==> src/rtl/scsi_xfer_pkg.sv <==
package scsi_xfer_pkg;

    typedef logic [2:0] bus_phase_t;   // {MSG, C/D, I/O}

    localparam bus_phase_t PH_MSG_OUT = 3'b110;

    typedef enum logic [1:0] {
        XS_IDLE,
        XS_WAIT_HI,
        XS_SETTLE,
        XS_WAIT_LO
    } xfer_state_e;

    typedef enum logic [1:0] {
        END_OK,
        END_PHASE,
        END_TIMEOUT
    } end_cause_e;

    typedef struct packed {
        logic err_phase;
        logic err_timeout;
    } xfer_status_t;

    function automatic logic owns_atn(input logic rx, input bus_phase_t ph);
        return !rx && (ph == PH_MSG_OUT);
    endfunction

endpackage

==> src/rtl/scsi_xfer_timer.sv <==
module scsi_xfer_timer #(
    parameter int LIMIT = 16
) (
    input  logic clk,
    input  logic rst,
    input  logic clear,
    input  logic run,
    output logic expired
);
    localparam int W = (LIMIT < 2) ? 1 : $clog2(LIMIT + 1);

    logic [W-1:0] cnt;

    assign expired = run && (cnt == W'(LIMIT - 1));

    always_ff @(posedge clk) begin
        if (rst || clear)
            cnt <= '0;
        else if (run && !expired)
            cnt <= cnt + 1'b1;
    end

    AST_TMR_RANGE: assert property (@(posedge clk) disable iff (rst)
        cnt <= W'(LIMIT - 1));

endmodule

==> src/rtl/scsi_xfer_phase_lock.sv <==
module scsi_xfer_phase_lock
    import scsi_xfer_pkg::*;
(
    input  logic       clk,
    input  logic       rst,
    input  logic       capture,
    input  bus_phase_t phase_in,
    output bus_phase_t locked_o,
    output logic       mismatch_o
);
    bus_phase_t locked_q;

    always_ff @(posedge clk) begin
        if (rst)
            locked_q <= '0;
        else if (capture)
            locked_q <= phase_in;
    end

    assign locked_o   = locked_q;
    assign mismatch_o = (phase_in != locked_q);

    AST_LOCK_HELD: assert property (@(posedge clk) disable iff (rst)
        !capture |=> $stable(locked_q));

endmodule

==> src/rtl/scsi_init_xfer.sv <==
module scsi_init_xfer
    import scsi_xfer_pkg::*;
#(
    parameter int CNT_W       = 16,
    parameter int TIMEOUT_CYC = 750_000_000,
    parameter int SETTLE_CYC  = 100
) (
    input  logic             clk,
    input  logic             rst,
    input  logic             start,
    input  logic             dir_rx,
    input  logic [CNT_W-1:0] xfer_len,
    input  logic [7:0]       tx_data,
    output logic             tx_take,
    output logic [7:0]       rx_data,
    output logic             rx_valid,
    input  logic [7:0]       bus_db_in,
    output logic [7:0]       bus_db_out,
    output logic             bus_db_oe,
    input  logic [2:0]       bus_phase,
    input  logic             bus_req,
    input  logic             bus_rst,
    output logic             bus_ack,
    output logic             bus_atn,
    output logic             busy,
    output logic             done,
    output logic [CNT_W-1:0] xfer_count,
    output logic             err_phase,
    output logic             err_timeout
);
    xfer_state_e      state_q, state_n;
    end_cause_e       cause;
    xfer_status_t     stat_q;
    logic             finish;
    logic             dir_q, ack_q, atn_q, done_q, rxv_q, take_q;
    logic [CNT_W-1:0] len_q, cnt_q;
    logic [7:0]       rxd_q;
    logic             waiting, last_byte, byte_done, launch;
    logic             tmo_exp, settle_exp, ph_bad;
    bus_phase_t       ph_locked;

    assign waiting   = (state_q == XS_WAIT_HI) || (state_q == XS_WAIT_LO);
    assign last_byte = ((cnt_q + 1'b1) == len_q);
    assign launch    = (state_q == XS_IDLE) && start;
    assign byte_done = (state_q == XS_WAIT_LO) && !bus_rst && !bus_req;

    scsi_xfer_phase_lock u_lock (
        .clk       (clk),
        .rst       (rst),
        .capture   (launch),
        .phase_in  (bus_phase),
        .locked_o  (ph_locked),
        .mismatch_o(ph_bad)
    );

    scsi_xfer_timer #(.LIMIT(TIMEOUT_CYC)) u_req_tmo (
        .clk    (clk),
        .rst    (rst),
        .clear  (!waiting || (state_n != state_q)),
        .run    (waiting),
        .expired(tmo_exp)
    );

    scsi_xfer_timer #(.LIMIT(SETTLE_CYC)) u_settle (
        .clk    (clk),
        .rst    (rst),
        .clear  (state_q != XS_SETTLE),
        .run    (state_q == XS_SETTLE),
        .expired(settle_exp)
    );

    always_comb begin
        state_n = state_q;
        finish  = 1'b0;
        cause   = END_OK;
        unique case (state_q)
            XS_IDLE: begin
                if (start) begin
                    if (xfer_len == '0) finish = 1'b1;
                    else                state_n = XS_WAIT_HI;
                end
            end
            XS_WAIT_HI: begin
                if (bus_rst) begin
                    finish = 1'b1; cause = END_TIMEOUT;
                end else if (bus_req) begin
                    if (ph_bad) begin
                        finish = 1'b1; cause = END_PHASE;
                    end else begin
                        state_n = dir_q ? XS_SETTLE : XS_WAIT_LO;
                    end
                end else if (tmo_exp) begin
                    finish = 1'b1; cause = END_TIMEOUT;
                end
            end
            XS_SETTLE: begin
                if (bus_rst) begin
                    finish = 1'b1; cause = END_TIMEOUT;
                end else if (settle_exp) begin
                    state_n = XS_WAIT_LO;
                end
            end
            XS_WAIT_LO: begin
                if (bus_rst) begin
                    finish = 1'b1; cause = END_TIMEOUT;
                end else if (!bus_req) begin
                    if (last_byte) begin
                        finish = 1'b1;
                    end else if (ph_bad) begin
                        finish = 1'b1; cause = END_PHASE;
                    end else begin
                        state_n = XS_WAIT_HI;
                    end
                end else if (tmo_exp) begin
                    finish = 1'b1; cause = END_TIMEOUT;
                end
            end
            default: state_n = XS_IDLE;
        endcase
        if (finish) state_n = XS_IDLE;
    end

    always_ff @(posedge clk) begin
        if (rst) begin
            state_q <= XS_IDLE;
            stat_q  <= '0;
            dir_q   <= 1'b0;
            ack_q   <= 1'b0;
            atn_q   <= 1'b0;
            done_q  <= 1'b0;
            rxv_q   <= 1'b0;
            take_q  <= 1'b0;
            len_q   <= '0;
            cnt_q   <= '0;
            rxd_q   <= '0;
        end else begin
            state_q <= state_n;
            done_q  <= finish;
            ack_q   <= (state_n == XS_WAIT_LO);
            rxv_q   <= 1'b0;
            take_q  <= 1'b0;
            if (launch) begin
                dir_q  <= dir_rx;
                len_q  <= xfer_len;
                cnt_q  <= '0;
                stat_q <= '0;
                atn_q  <= (xfer_len != '0) && owns_atn(dir_rx, bus_phase);
            end
            if ((state_q == XS_SETTLE) && (state_n == XS_WAIT_LO)) begin
                rxd_q <= bus_db_in;
                rxv_q <= 1'b1;
            end
            if (byte_done) begin
                cnt_q  <= cnt_q + 1'b1;
                take_q <= !dir_q;
            end
            if ((state_q == XS_WAIT_HI) && bus_req && !bus_rst && last_byte)
                atn_q <= 1'b0;
            if (finish) begin
                atn_q  <= 1'b0;
                stat_q <= '{err_phase:   (cause == END_PHASE),
                            err_timeout: (cause == END_TIMEOUT)};
            end
        end
    end

    assign busy        = (state_q != XS_IDLE);
    assign done        = done_q;
    assign bus_ack     = ack_q;
    assign bus_atn     = atn_q;
    assign bus_db_oe   = busy && !dir_q;
    assign bus_db_out  = bus_db_oe ? tx_data : 8'h00;
    assign rx_data     = rxd_q;
    assign rx_valid    = rxv_q;
    assign tx_take     = take_q;
    assign xfer_count  = cnt_q;
    assign err_phase   = stat_q.err_phase;
    assign err_timeout = stat_q.err_timeout;

    AST_ACK_ONLY_BUSY: assert property (@(posedge clk) disable iff (rst)
        !busy |-> !bus_ack);
    AST_SEND_ACK_AFTER_REQ: assert property (@(posedge clk) disable iff (rst)
        $rose(bus_ack) && bus_db_oe |-> $past(bus_req));
    AST_ATN_GONE_LAST_ACK: assert property (@(posedge clk) disable iff (rst)
        bus_ack && last_byte |-> !bus_atn);
    AST_ONE_ERROR: assert property (@(posedge clk) disable iff (rst)
        !(err_phase && err_timeout));
    AST_COUNT_BELOW_LEN: assert property (@(posedge clk) disable iff (rst)
        busy |-> (xfer_count < len_q));
    AST_PHASE_ERR_WITH_DONE: assert property (@(posedge clk) disable iff (rst)
        $rose(err_phase) |-> done);

endmodule

==> config.mk <==
export PLATFORM = sky130hd
export DESIGN_NAME = scsi_init_xfer
export DESIGN_NICKNAME = d
export VERILOG_FILES = /design/src/rtl/scsi_xfer_pkg.sv /design/src/rtl/scsi_xfer_timer.sv /design/src/rtl/scsi_xfer_phase_lock.sv /design/src/rtl/scsi_init_xfer.sv
export SDC_FILE = /design/constraint.sdc
export NUM_CORES = 1
export LEC_CHECK = 0
export BUFFER_PORTS_ARGS = -buffer_cell sky130_fd_sc_hd__buf_2
export CAP_MARGIN = 5
export CORE_MARGIN = 8
export CORE_UTILIZATION = 40
export CTS_CLUSTER_DIAMETER = 60
export DETAILED_ROUTE_END_ITERATION = 8
export PLACE_DENSITY_LB_ADDON = 0.15
export SLEW_MARGIN = 20
export SYNTH_ARGS = -nofsm -noshare
export SYNTH_HDL_FRONTEND = slang
export SYNTH_HIERARCHICAL = 1
export SYNTH_SLANG_ARGS = --single-unit
==> constraint.sdc <==
create_clock -name clk -period 3.5 [get_ports clk]
set_clock_uncertainty 0.15 [all_clocks]
set_input_delay 0.35 -clock clk [delete_from_list [all_inputs] [get_ports clk]]
set_output_delay 0.35 -clock clk [all_outputs]
set_load 0.01 [all_outputs]
==> results of run 1 <==
metal layers:
layer	global-route usage (%)	vias to the layer above
li1	-	2382
met1	21.3	2216
met2	29.2	92
met3	4.61	14
met4	4.95	0
met5	0	-
state kept, by name, indices dropped and copies added, names as in the netlist, 2 cells and up:
signal	count
len_q	16
rx_data	8
state_q	2
u_lock/locked_o	3
u_req_tmo/cnt	30
u_settle/cnt	7
xfer_count	16
final cells by class:
type / instances / area [um^2] / area share, %
inverter: 12 / 45.0 / 0.760
sequential: 90 / 1810 / 30.5
tap: 147 / 184 / 3.10
clock buffer: 13 / 270 / 4.56
clock inverter: 2 / 35.0 / 0.591
multi-input combinational: 481 / 2930 / 49.4
timing repair buffer: 113 / 658 / 11.1
final timing paths:
| path | startpoint | slack [ns] | end | depth (start not counted) |
|---|---|---|---|---|
| worst max-delay path | xfer_count[2] | 0.15 | u_req_tmo/cnt[6] | 11 |
| worst min-delay path | bus_db_in[4] | 0.1 | rx_data[4] | 3 |
| worst max register to register | xfer_count[2] | 0.15 | u_req_tmo/cnt[6] | 11 |
| worst min register to register | rx_data[2] | 0.31 | rx_data[2] | 2 |
where the power goes:
group | total, mW | switching (mW) | internal, mW
Combinational | 0.214 | 0.125 | 0.0887
Clock | 0.989 | 0.383 | 0.607
Sequential | 1.06 | 0.0153 | 1.04
stage by stage:
step	std cells	hold WS, ns	utilization [%]	worst slack [ns]	power (mW)
6_report	858	0.0976	49.6	0.146	2.26
2_1_floorplan	618	0.272	-	0.000444	1.20
5_1_grt	858	0.0878	49.6	0.00772	2.37
4_1_cts	857	0.0784	49.1	0.0316	2.29
3_5_place_dp	842	0.299	46.4	-0.0634	1.29
3_3_place_gp	842	0.291	46.4	0.0643	1.29
tightest hold or removal path: stages:
cell     delay, ns
buf_2         0.10
nand2_1       0.04
a21oi_1       0.05
layout by cell type (no fill, tap or decap), drive strengths merged, types with 3 or more instances in the layout:
| master | count |
|---|---|
| a311oi | 5 |
| and2 | 14 |
| and3 | 7 |
| nand3 | 15 |
| o41ai | 3 |
| clkbuf | 13 |
| nor4b | 3 |
| nor2 | 51 |
| a21oi | 56 |
| or2 | 3 |
| mux2i | 16 |
| a22oi | 3 |
| a211oi | 4 |
| and4 | 6 |
| nand3b | 3 |
| nor4 | 14 |
| o21ai | 24 |
| nand2 | 116 |
| ha | 3 |
| o311ai | 5 |
| nor2b | 5 |
| buf | 113 |
| inv | 12 |
| xnor2 | 23 |
| or4 | 5 |
| a41o | 3 |
| nor3 | 17 |
| or3 | 19 |
| xor2 | 7 |
| nand4 | 17 |
| o22ai | 3 |
| a31oi | 10 |
| dfxtp | 90 |
repair_timing:
item / 4_1_cts / 5_1_grt
cloned: 0 / 0
endpoints found under the setup margin: 7 / 7
hold endpoints to repair: 0 / 0
setup buffers: 0 / 1
gates resized for setup: 3 / 13
pin swaps: 0 / 2
cells by family after synthesis:
kind of cell	Yosys count	share of synthesized area, %
adders and majority gates	3	0.771
DFF	90	37.0
AOI/OAI and AO/OA	128	16.2
and+or+nand+nor	304	32.8
muxes	16	3.29
xor gates and xnor gates	30	5.71
buffers and inverters	47	4.19
==> summary.txt, run 1 <==
Run status
  – Outcome: completed

Die
  – Initial core utilization: 40.7%
  – Die Area: 16000 um^2
  – # rows: 40
  – Die height: 126 um
  – Chip Width: 126 um
  – Core box area: 12000 um^2
  – Boundary pin count: 82

Worst setup path
  – CP max FO: 5
  – Startpoint types: flop
  – CP required: 3.62 ns
  – CP max-delay cell: or4_4
  – CP Buf/Inv Count: 0
  – CP cell instances: nand3_2 -> or4_4 -> nor2_2 -> xnor2_1 -> o2111ai_1 -> or4_4 -> a21oi_4 -> o311ai_4 -> or2_2 -> a2111o_1 -> o21ai_0
  – Worst path top cell family by delay: simple AND/OR/NAND/NOR gates
  – Setup CP Type: flop to flop
  – CP max stage delay: 0.58 ns
  – Cell mode on critical path: or4_4
  – Crit. End Element: flop
  – CP Data Arrival Time: 3.47 ns

Routing
  – Initial drt markers: 395
  – Detailed-route wire length per cell: 15.8 um
  – Wire length on met3: 589 um
  – Routed Antenna Nets: 0
  – Via/cell ratio: 5.48
  – TritonRoute pass-1 iters: 5
  – Metal-1 WL: 6180 um
  – Residual DRC count: 0
  – WL met2: 6680 um
  – DR vias: 4704
  – Highest routed layer: met4
  – Final wirelength: 13600 um

Logic synthesis
  – Syn Nets: 662
  – Unique masters post-synth: 66
  – Yosys warnings: 6
  – Top cells by area, synth: dfxtp_1, nand2_1, a21oi_1
  – Top_reg_cell synth: dfxtp_1
  – Cells after Synth: 618
  – Post-synth top cells: nand2_1, dfxtp_1, a21oi_1
  – Synthesized area per cell: 7.87 um^2
  – Yosys reg bits: 90
  – Sequential area share after synthesis: 37.0%
  – Syn Std Cell Area: 4870 um^2
  – Most frequent cell after synthesis: nand2_1
  – Ys async rst share: 0%
  – Share of the synthesized area in the top cell type: 37.0%
  – Post-synth EDFFs: 0
  – Cell accounting for the most synthesized area: dfxtp_1

Finish
  – Synthesis-to-finish area growth: 21.8%
  – Antenna diode count: 0
  – # fillers: 1168
  – Share of cells above drive strength 1: 22.9%
  – Final net count: 751
  – Final instance area: 5930 um^2

Timing
  – Worst-margin pin slew: 0.652 ns
  – Setup TNS Final: 0 ns
  – Slew Limit Headroom: 56.2%
  – Crit share post-route: 95.8%
  – Final Hold Fails: 0
  – Slew Limit Fails: 0
  – Unrepaired setup endpoints after global routing: false
  – Min Tclk post-route: 3.35 ns
  – Fmax: 298 MHz
  – Final setup violation count: 0

GRT
  – Global-route wire length before repair: 22600 um
  – Initial antenna violation count: 0
  – GRT Util Overall: 17.3%
  – Grt total ovfl: 0
  – Vias in the first global route: 4606
  – Largest net degree at the start of global routing: 48

Clocking
  – Worst skew pair latency: 0.34 ns
  – CTS tree: done
  – Clk sinks: 90
  – CTS Hold Bufs: 0
  – H-tree lvl count: 3
  – CTS Root Buffer Type: clkbuf_16
  – Total CTS buffers: 9
  – Worst-path clk slew: 0.06 ns
  – Clock Path Buffers: 2

Pwr
  – Pwr dens: 382 nW/um^2
  – Leakage power: 2.30 nW
  – VDD IR max: 0.000280 V

Min path
  – Worst min path class: input port to flop

Placement
  – Placed instance area: 5550 um^2
  – I/O Buffers: 81
  – Detailed placement HPWL: 10200 um
  – Gpl congestion: 0.886

Run
  – Max-cap violation count: 0
Power figures use the tool's default switching activity.
==> run 2, diff against run 1 <==
- clock period: 3.5 -> 4.2 ns (I/O delays scaled with it)
==> run 2 against run 1 <==
  * Non-clock buffer count decreased by 19
  * Worst setup slack better by 0.28 ns
  * Sequential cell count unchanged
  * Core utilization shrank 1.8 points
  * Clock-buffer cell count is 2 lower
  * Combinational power fell by 20%
  * Worst hold slack gained 0.063 ns
  * Die area did not move
  * Cell count is 2.1% lower
  * Register-to-register slack better by 0.28 ns
  * Final area down 3.7%
  * Critical path depth increased by 1
  * Critical path type unchanged
  * Largest cell class unchanged
  * Largest power group unchanged
==> summary.txt, run 2 (synthesis results as in run 1) <==
GRT
  – Grt total ovfl: 0
  – Vias in the first global route: 4395
  – Met2 usage: 28.3%
  – GRT Util Overall: 16.6%
  – GR peak layer: met2
  – Initial antenna violation count: 0
  – Met1 GRT Util: 19.8%
  – Largest net degree at the start of global routing: 38
  – Met3 Resource Use GR: 3.98%
  – Global-route wire length before repair: 21400 um

Routing
  – Via/cell ratio: 5.49
  – Detailed-route wire length per cell: 15.8 um
  – TritonRoute pass-1 iters: 4
  – Final wirelength: 13200 um
  – Routed Antenna Nets: 0
  – Initial drt markers: 257
  – DR vias: 4611
  – Residual DRC count: 0

Timing
  – Worst-margin pin slew: 0.735 ns
  – Slew Limit Fails: 0
  – Unrepaired setup endpoints after global routing: false
  – Crit share post-route: 90.0%
  – Slew Limit Headroom: 50.9%
  – Fmax: 265 MHz
  – Final setup violation count: 0
  – Min Tclk post-route: 3.78 ns
  – Setup TNS Final: 0 ns
  – WHS: 0.161 ns
  – Final Hold Fails: 0

Finish
  – Synthesis-to-finish area growth: 17.3%
  – Most frequent cells in the layout: nand2_1, dfxtp_1, buf_2
  – Final instance area: 5710 um^2
  – Share of cells above drive strength 1: 19.5%
  – Register name with the most flops: u_req_tmo/cnt
  – Final design utilization: 47.7%
  – Final net count: 732
  – Antenna diode count: 0
  – # fillers: 1197
  – Max FFs per register: 30
  – Commonest non-fill, non-tap cell in the layout: nand2_1

Die
  – Die height: 126 um
  – # rows: 40
  – Chip Width: 126 um
  – Initial core utilization: 40.7%
  – Core box area: 12000 um^2
  – Boundary pin count: 82
  – Die Area: 16000 um^2

Clocking
  – Total CTS buffers: 9
  – H-tree lvl count: 3
  – Post-CTS setup buffer count: 0
  – Worst skew pair latency: 0.35 ns
  – Clock Path Buffers: 2
  – CTS Root Buffer Type: clkbuf_16
  – CTS resizes: 0
  – CTS Hold Bufs: 0
  – Clk sinks: 90
  – Worst-path clk slew: 0.06 ns
  – CTS tree: done

Pwr
  – Leakage power: 2.17 nW
  – VDD IR max: 0.000239 V
  – Pwr dens: 330 nW/um^2
  – Total Power: 1.88 mW

Run status
  – Outcome: completed

Placement
  – Gpl congestion: 0.832
  – I/O Buffers: 81
  – Placed instance area: 5390 um^2
  – Detailed placement HPWL: 9860 um

Worst setup path
  – CP Buf/Inv Count: 0
  – Setup CP Type: flop to flop
  – Startpoint types: flop
  – Crit. End Element: flop
  – CP Data Arrival Time: 3.90 ns
  – Worst path top cell family by delay: simple AND/OR/NAND/NOR gates
  – CP max FO: 11
  – CP max-delay cell: or4_4
  – CP cell instances: ha_1 -> and4_1 -> and3_1 -> nand4_4 -> xnor2_2 -> o2111ai_1 -> or4_4 -> a21oi_1 -> o311ai_2 -> or2_2 -> a2111o_1 -> o21ai_0
  – CP max stage delay: 0.54 ns
  – CP required: 4.32 ns

Min path
  – Worst min path class: input port to flop

Run
  – Max-cap violation count: 0
==> run 2: cell types whose count changed in the layout (fill, tap and decap cells not counted), sizes merged <==
cell	change
buf	-19
clkbuf	-2
clkinv	+2
clkinvlp	+1
==> run 2: power breakdown <==
part / leakage [nW] / internal (mW) / switching, mW / total (mW)
combinational: 1.29 / 0.0695 / 0.102 / 0.171
sequential: 0.728 / 0.869 / 0.0126 / 0.882
clock: 0.151 / 0.490 / 0.339 / 0.829
==> run 2: final timing paths <==
kind | startpoint | to | depth (start not counted) | slack [ns]
worst max-delay path | xfer_count[0] | u_req_tmo/cnt[6] | 12 | 0.42
worst min register to register | rx_data[7] | rx_data[7] | 2 | 0.30
worst max register to register | xfer_count[0] | u_req_tmo/cnt[6] | 12 | 0.42
worst min-delay path | bus_db_in[7] | rx_data[7] | 3 | 0.16
==> run 2: metrics by stage <==
step | instances | setup WS (ns)
after floorplan | 618 | 0.545
after global placement | 824 | 0.399
after detailed placement | 824 | 0.280
after CTS | 840 | 0.248
after global routing | 840 | 0.0998
final | 840 | 0.422
==> run 2: per-layer routing <==
metal	share of wire, %	up-vias	wire, um
met5	0	-	0
met4	1.6	0	208
met3	4.1	15	546
met2	48	72	6410
met1	46	2183	6080
li1	-	2341	-
==> run 2: tightest hold or removal path: stages <==
cell and delay [ns]:
buf_2 0.10, nand2_1 0.04, a21oi_1 0.05
==> run 2: cell type report <==
cell class	count	area, um^2	area share (%)
Sequential cell	90	1800	31.6
Timing Repair Buffer	94	503	8.81
Tap cell	147	184	3.22
Inverter	12	45.0	0.789
Multi-Input combinational cell	481	2870	50.3
Clock inverter	5	52.6	0.921
Clock buffer	11	253	4.43
